[src/rtl/phy_tune_pkg.sv]
package phy_tune_pkg;

    typedef enum logic [2:0] {
        PH_IDLE,
        PH_ZERO,
        PH_ADDR,
        PH_DATA,
        PH_SET,
        PH_REL,
        PH_DONE
    } phase_e;

endpackage

[src/rtl/tune_phase_timer.sv]
module tune_phase_timer #(
    parameter int PHASE_CYCLES = 2
) (
    input  logic clk,
    input  logic rst_n,
    input  logic restart,
    output logic first,
    output logic last
);
    localparam int CW = (PHASE_CYCLES > 1) ? $clog2(PHASE_CYCLES) : 1;
    localparam logic [CW-1:0] LAST_CNT = CW'(PHASE_CYCLES - 1);

    typedef struct packed {
        logic [CW-1:0] cnt;
    } tmr_t;

    tmr_t t_d, t_q;

    always_comb begin
        t_d = t_q;
        if (restart) begin
            t_d.cnt = '0;
        end else if (t_q.cnt != LAST_CNT) begin
            t_d.cnt = t_q.cnt + 1'b1;
        end
    end

    always_ff @(posedge clk or negedge rst_n) begin
        if (!rst_n) t_q <= '{cnt: LAST_CNT};
        else        t_q <= t_d;
    end

    assign first = (t_q.cnt == '0);
    assign last  = (t_q.cnt == LAST_CNT);

endmodule

[src/rtl/tune_seq_fsm.sv]
module tune_seq_fsm
    import phy_tune_pkg::*;
#(
    parameter int ADDR_W = 8,
    parameter int DATA_W = 8,
    parameter int LEN_W  = 4,
    parameter int IDX_W  = 2
) (
    input  logic              clk,
    input  logic              rst_n,
    input  logic              req_valid,
    input  logic [IDX_W-1:0]  req_phy,
    input  logic [ADDR_W-1:0] req_addr,
    input  logic [DATA_W-1:0] req_data,
    input  logic [LEN_W-1:0]  req_len,
    input  logic              req_zero_first,
    input  logic              phase_last,
    output phase_e            phase,
    output logic              restart,
    output logic [ADDR_W-1:0] cur_addr,
    output logic              cur_bit,
    output logic [IDX_W-1:0]  cur_phy
);
    localparam logic [LEN_W-1:0] MAX_LEN = LEN_W'(DATA_W);

    typedef struct packed {
        phase_e            st;
        logic [ADDR_W-1:0] addr;
        logic [DATA_W-1:0] data;
        logic [LEN_W-1:0]  left;
        logic [IDX_W-1:0]  phy;
    } seq_t;

    seq_t s_d, s_q;
    logic [LEN_W-1:0] eff_len;

    always_comb begin
        s_d     = s_q;
        eff_len = (req_len > MAX_LEN) ? MAX_LEN : req_len;
        unique case (s_q.st)
            PH_IDLE: begin
                if (req_valid) begin
                    s_d.addr = req_addr;
                    s_d.data = req_data;
                    s_d.left = eff_len;
                    s_d.phy  = req_phy;
                    if (eff_len == '0)      s_d.st = PH_DONE;
                    else if (req_zero_first) s_d.st = PH_ZERO;
                    else                    s_d.st = PH_ADDR;
                end
            end
            PH_ZERO: if (phase_last) s_d.st = PH_ADDR;
            PH_ADDR: if (phase_last) s_d.st = PH_DATA;
            PH_DATA: if (phase_last) s_d.st = PH_SET;
            PH_SET:  if (phase_last) s_d.st = PH_REL;
            PH_REL: begin
                if (phase_last) begin
                    if (s_q.left == LEN_W'(1)) begin
                        s_d.st = PH_DONE;
                    end else begin
                        s_d.st   = PH_ADDR;
                        s_d.left = s_q.left - 1'b1;
                        s_d.addr = s_q.addr + 1'b1;
                        s_d.data = s_q.data >> 1;
                    end
                end
            end
            PH_DONE: s_d.st = PH_IDLE;
            default: s_d.st = PH_IDLE;
        endcase
        restart = (s_d.st != s_q.st);
    end

    always_ff @(posedge clk or negedge rst_n) begin
        if (!rst_n) s_q <= '{st: PH_IDLE, default: '0};
        else        s_q <= s_d;
    end

    assign phase    = s_q.st;
    assign cur_addr = s_q.addr;
    assign cur_bit  = s_q.data[0];
    assign cur_phy  = s_q.phy;

    // The bit count never runs out while a bit is still being sent.
    assert_left_nonzero_R5: assert property (@(posedge clk) disable iff (!rst_n)
        (s_q.st inside {PH_ADDR, PH_DATA, PH_SET, PH_REL}) |-> (s_q.left != '0));

endmodule

[src/rtl/tune_ctrl_reg.sv]
module tune_ctrl_reg
    import phy_tune_pkg::*;
#(
    parameter int REG_W    = 32,
    parameter int NUM_PHYS = 4,
    parameter int ADDR_W   = 8,
    parameter int IDX_W    = 2
) (
    input  logic              clk,
    input  logic              rst_n,
    input  phase_e            phase,
    input  logic              phase_first,
    input  logic [ADDR_W-1:0] cur_addr,
    input  logic              cur_bit,
    input  logic [IDX_W-1:0]  cur_phy,
    output logic [REG_W-1:0]  ctrl
);
    localparam int DATA_POS = 7;
    localparam int ADDR_LSB = 8;
    localparam int ADDR_MSB = ADDR_LSB + ADDR_W - 1;
    localparam int POS_W    = $clog2(REG_W);

    typedef struct packed {
        logic [REG_W-1:0] val;
    } reg_t;

    reg_t r_d, r_q;
    logic [POS_W-1:0] lane_pos;
    logic [NUM_PHYS-1:0] strobes;

    always_comb begin
        r_d      = r_q;
        lane_pos = POS_W'(cur_phy) << 1;
        if (phase_first) begin
            unique case (phase)
                PH_ZERO: r_d.val = '0;
                PH_ADDR: r_d.val[ADDR_MSB:ADDR_LSB] = cur_addr;
                PH_DATA: begin
                    r_d.val[DATA_POS] = cur_bit;
                    r_d.val[lane_pos] = 1'b0;
                end
                PH_SET:  r_d.val[lane_pos] = 1'b1;
                PH_REL:  r_d.val[lane_pos] = 1'b0;
                default: r_d = r_q;
            endcase
        end
    end

    always_ff @(posedge clk or negedge rst_n) begin
        if (!rst_n) r_q <= '0;
        else        r_q <= r_d;
    end

    assign ctrl = r_q.val;

    for (genvar g = 0; g < NUM_PHYS; g++) begin : g_lane
        assign strobes[g] = r_q.val[2*g];
    end

    assert_one_lane_R6: assert property (@(posedge clk) disable iff (!rst_n)
        $onehot0(strobes));

    assert_strobe_rise_R6: assert property (@(posedge clk) disable iff (!rst_n)
        $rose(|strobes) |-> $stable(r_q.val[ADDR_MSB:DATA_POS]));

    assert_strobe_fall_R4: assert property (@(posedge clk) disable iff (!rst_n)
        $fell(|strobes) |-> $stable(r_q.val[ADDR_MSB:DATA_POS]));

endmodule

[src/rtl/phy_tune_sequencer.sv]
module phy_tune_sequencer
    import phy_tune_pkg::*;
#(
    parameter int NUM_PHYS     = 4,
    parameter int ADDR_W       = 8,
    parameter int DATA_W       = 8,
    parameter int REG_W        = 32,
    parameter int PHASE_CYCLES = 2,
    parameter int IDX_W        = $clog2(NUM_PHYS),
    parameter int LEN_W        = $clog2(DATA_W + 1)
) (
    input  logic              clk,
    input  logic              rst_n,
    input  logic              req_valid,
    output logic              req_ready,
    input  logic [IDX_W-1:0]  req_phy,
    input  logic [ADDR_W-1:0] req_addr,
    input  logic [DATA_W-1:0] req_data,
    input  logic [LEN_W-1:0]  req_len,
    input  logic              req_zero_first,
    output logic              done,
    output logic [REG_W-1:0]  ctrl_reg
);
    phase_e            phase;
    logic              restart;
    logic              ph_first;
    logic              ph_last;
    logic [ADDR_W-1:0] cur_addr;
    logic              cur_bit;
    logic [IDX_W-1:0]  cur_phy;

    tune_seq_fsm #(
        .ADDR_W(ADDR_W), .DATA_W(DATA_W), .LEN_W(LEN_W), .IDX_W(IDX_W)
    ) u_fsm (
        .clk(clk), .rst_n(rst_n),
        .req_valid(req_valid), .req_phy(req_phy), .req_addr(req_addr),
        .req_data(req_data), .req_len(req_len), .req_zero_first(req_zero_first),
        .phase_last(ph_last), .phase(phase), .restart(restart),
        .cur_addr(cur_addr), .cur_bit(cur_bit), .cur_phy(cur_phy)
    );

    tune_phase_timer #(.PHASE_CYCLES(PHASE_CYCLES)) u_tmr (
        .clk(clk), .rst_n(rst_n), .restart(restart),
        .first(ph_first), .last(ph_last)
    );

    tune_ctrl_reg #(
        .REG_W(REG_W), .NUM_PHYS(NUM_PHYS), .ADDR_W(ADDR_W), .IDX_W(IDX_W)
    ) u_reg (
        .clk(clk), .rst_n(rst_n), .phase(phase), .phase_first(ph_first),
        .cur_addr(cur_addr), .cur_bit(cur_bit), .cur_phy(cur_phy),
        .ctrl(ctrl_reg)
    );

    assign req_ready = (phase == PH_IDLE);
    assign done      = (phase == PH_DONE);

    assert_busy_refuse_R2: assert property (@(posedge clk) disable iff (!rst_n)
        (req_valid && req_ready) |=> !req_ready);

    assert_done_pulse_R10: assert property (@(posedge clk) disable iff (!rst_n)
        done |=> !done);

    assert_len_zero_R8: assert property (@(posedge clk) disable iff (!rst_n)
        (req_valid && req_ready && req_len == '0) |=> (done && $stable(ctrl_reg)));

endmodule

[config.mk]
export PLATFORM = sky130hd
export DESIGN_NAME = phy_tune_sequencer
export DESIGN_NICKNAME = d
export VERILOG_FILES = /design/src/rtl/phy_tune_pkg.sv /design/src/rtl/tune_phase_timer.sv /design/src/rtl/tune_seq_fsm.sv /design/src/rtl/tune_ctrl_reg.sv /design/src/rtl/phy_tune_sequencer.sv
export SDC_FILE = /design/constraint.sdc
export NUM_CORES = 1
export LEC_CHECK = 0
export ABC_CLOCK_PERIOD_IN_PS = 1850
export BUFFER_PORTS_ARGS = -buffer_cell sky130_fd_sc_hd__clkbuf_2
export CAP_MARGIN = 20
export CELL_PAD_IN_SITES_DETAIL_PLACEMENT = 2
export CELL_PAD_IN_SITES_GLOBAL_PLACEMENT = 2
export CORE_ASPECT_RATIO = 2
export CORE_MARGIN = 2
export CORE_UTILIZATION = 28
export CTS_CLUSTER_SIZE = 20
export DETAILED_ROUTE_END_ITERATION = 16
export PLACE_DENSITY = 0.83
export SYNTH_ARGS = -nofsm -noshare
export SYNTH_HDL_FRONTEND = slang
export SYNTH_SLANG_ARGS = --single-unit
[constraint.sdc]
create_clock -name clk -period 1.85 [get_ports clk]
set_clock_uncertainty 0.2 [all_clocks]
set_input_delay 0.2775 -clock clk [delete_from_list [all_inputs] [get_ports clk]]
set_output_delay 0.2775 -clock clk [all_outputs]
set_load 0.02 [all_outputs]
==> impl_metrics.csv <==
group,metric,value,unit
status,outcome,"finished with violations",
status,violations,"setup timing",
drt,drtAntennaViolNets,0,
yosys,synth.top_cell.area_share,0.419,
floorplan,rows,46,
clock_network,root_buffer,"clkbuf_16",
worst_hold_path,hp-class,"input pin to flop",
worst_setup_path,path_buf_inv,2,
floorplan,dieWidth,67.6,µm
cells_and_area,diodes,0,
floorplan,num_io_pins,60,
yosys,synth_edf_count,0,
place,dpl.hpwl,5.45,mm
drt,drt-wirelength-per-cell,18.6,µm
drt,drc,0,
power_and_ir_drop,totalPowerFinal,5.06,mW
power_and_ir_drop,seqPwrFrac,0.336,
cells_and_area,layout_common_cells,"clkbuf_2 (38), dfrtp_1 (35), buf_4 (25)",
worst_setup_path,path_class,"flop to flop",
worst_setup_path,reg2reg_to,"u_fsm.s_q[5]",
power_and_ir_drop,p_clk_frac,0.178,
cells_and_area,final_cells,410,
clock_network,worstSkewPairLatency,0.29,ns
flow_run,cap_viol_max_count,0,
yosys,post_synth.cell_area_avg,9.07,µm²
cells_and_area,nNetsFinal,342,
worst_setup_path,crit_end,"u_fsm.s_q[5]",
drt,vias_per_cell,5.10,
cells_and_area,drive_gt1_frac,0.379,
power_and_ir_drop,power_leakage,1.36,nW
power_and_ir_drop,switching_share,0.438,
floorplan,chipHeight,131,µm
clock_network,numCtsBuffers,5,
power_and_ir_drop,power.internal,2.84,mW
timing,worst_slack,-0.0567,ns
cells_and_area,largest_register_ff_count,13,
worst_setup_path,path_depth,7,
timing,rsz0062_at_grt,"true",
timing,hold_viol,0,
worst_setup_path,r2r_cells,7,
worst_setup_path,max_stage_delay,0.41,ns
floorplan,core_area,0.00789,mm²
floorplan,fp.dieArea,0.00888,mm²
yosys,yosysTopAreaCell,"dfrtp_1",
grt,grt_pass1_vias,2416,
worst_setup_path,worst-path-max-fanout,6,
worst_setup_path,end_kind,"flop",
yosys,yosysWarnings,0,
grt,overflow,0,
cells_and_area,layout_commonest_cell,"clkbuf_2",
cells_and_area,postLayoutCoreUtil,0.379,
timing,period_share,1.03,
drt,dr_total_vias,2093,
worst_setup_path,cp_data_arrival_time,1.90,ns
grt,grt_max_degree,40,
timing,post-route-min-period,1.91,ns
yosys,async_flop_share,1.00,
worst_setup_path,crit_chain,"inv_2, ha_4, or3b_4, a21oi_4, buf_4, o21ai_1, o21ai_0",
grt,track_usage,0.181,
timing,maxSlewHeadroom,0.632,
yosys,synthFlopType,"dfrtp_1",
timing,final_max_slew_viol_count,0,
place,routabilityCongestion,0.755,
clock_network,clk_pin_slew,0.07,ns
worst_setup_path,startpoint,"u_fsm.s_q[3]",
clock_network,cts_tree,"built",
yosys,ys_ff_latch,39,
place,dp.cells,397,
cells_and_area,syn_to_final_growth,31.8,%
yosys,synthTopCellsByArea,"dfrtp_1 (42%), buf_4 (7.3%), nor2_1 (5.0%)",
yosys,synth_area,0.00227,mm²
yosys,synth_cell_types,44,
grt,grt_pass1_wl,12.2,mm
worst_setup_path,rrSetupSlack,-0.06,ns
floorplan,initial_core_util,0.288,
timing,fmax,524,MHz
power_and_ir_drop,powerDensity,1690,mW/mm²
power_and_ir_drop,comb_power_share,0.486,
power_and_ir_drop,max-vdd-ir-drop,0.686,mV
grt,antenna_found_initial,0,
yosys,synth_seq_area_share,0.431,
worst_setup_path,worst_setup_path_start_kind,"flop",
worst_setup_path,crit_family,"flip-flops",
drt,routed_wl,7.65,mm
timing,setup_viol,14,
place,io_buffers,40,
clock_network,clk_path_buf_depth,2,
power_and_ir_drop,switchingPower,2.21,mW
drt,firstDrtPassIters,4,
timing,tightestPinTransition,0.552,ns
worst_setup_path,required,1.84,ns
clock_network,cts.sinks,39,
clock_network,h-tree-depth,2,
worst_setup_path,r2r-start,"u_fsm.s_q[3]",
drt,first_iter_violations,48,
yosys,postSynthCellCount,250,
worst_setup_path,cp_slowest_cell,"dfrtp_1",
==> worst min-delay path by stage <==
stage	from	to	slack [ns]	cells past startpoint
after floorplan	rst_n	u_fsm.cur_addr[0]	-0.22	0
final	req_data[7]	u_fsm.s_q[13]	0.002	3
after detailed placement	rst_n	u_fsm.phase[2]	0.19	2
after global routing	req_data[7]	u_fsm.s_q[13]	0.003	3
after global placement	rst_n	u_fsm.phase[0]	0.17	2
after CTS	req_data[7]	u_fsm.s_q[13]	0.005	3
==> layer usage <==
| metal | vias to the layer above | routed length (µm) | GRT usage |
|---|---|---|---|
| met3 | 13 | 240 | 0.0274 |
| met1 | 1047 | 2770 | 0.179 |
| li1 | 987 | - | - |
| met2 | 46 | 4440 | 0.352 |
| met4 | 0 | 199 | 0.0635 |
| met5 | - | 0 | 0 |
==> synth_stat cells, drive strengths merged, types with 4 or more instances <==
library cell   n
a31oi          6
nor2          30
dfrtp         38
o21ai         25
inv            9
clkbuf         5
nand2         25
nor3           5
a31o           4
a21oi         19
buf           29
a221oi         8
a22oi          9
==> worst register-to-register path: cells and delay by family, from the launching register on <==
kind,cells,cell delay (ns)
flops,1,0.41
fa+ha+maj,1,0.12
compound gates,3,0.40
simple gates,1,0.40
buf+inv,2,0.29
==> final cells by class <==
class	count	area [µm²]
Inverter	9	33.8
Clock inverter	1	5.00
Sequential cell	39	981
Timing Repair Buffer	72	505
Fill cell	878	4900
Tap cell	96	120
Clock buffer	7	143
Multi-Input combinational cell	186	1200
==> power by group through the flow <==
| stage | Clock [mW] | Combinational (mW) | Sequential (mW) |
|---|---|---|---|
| final | 0.901 | 2.46 | 1.70 |
| after global placement | 0 | 2.05 | 1.61 |
| after global routing | 0.952 | 2.72 | 1.75 |
| after detailed placement | 0 | 2.22 | 1.64 |
| after floorplan | 0 | 1.35 | 1.61 |
| after CTS | 0.911 | 2.33 | 1.66 |
==> kinds of logic (layout without fill, tap and decap cells) <==
kind of cell / after synthesis / count (layout) / synth area share
other: 1 / 19 / 0.00165
flip-flops: 39 / 39 / 0.431
AND/OR/NAND/NOR: 79 / 79 / 0.169
adder cells (fa/ha/maj): 3 / 3 / 0.0165
AO/OA/AOI/OAI: 85 / 85 / 0.262
buffers and inverters: 43 / 89 / 0.120
==> what timing repair did <==
item,4_1_cts,5_1_grt
hold buffers,2,0
endpoints found under the setup margin,20,21
pin swaps,3,2
resized for setup,19,22
hold endpoints to repair,39,0
buffers inserted,1,2
==> metrics by stage <==
step	TNS (ns)	worst slack, ns	cell area [µm²]	hold WS [ns]
detailed placement	-0.871	-0.114	2670	0.194
CTS	-0.0905	-0.0268	2900	0.00465
global placement	0	0.0217	2670	0.172
global route	-1.52	-0.123	2990	0.00277
floorplan	0	0.0677	2340	-0.218
finish	-0.383	-0.0567	2990	0.00151
(Power assumes the default switching activity.)
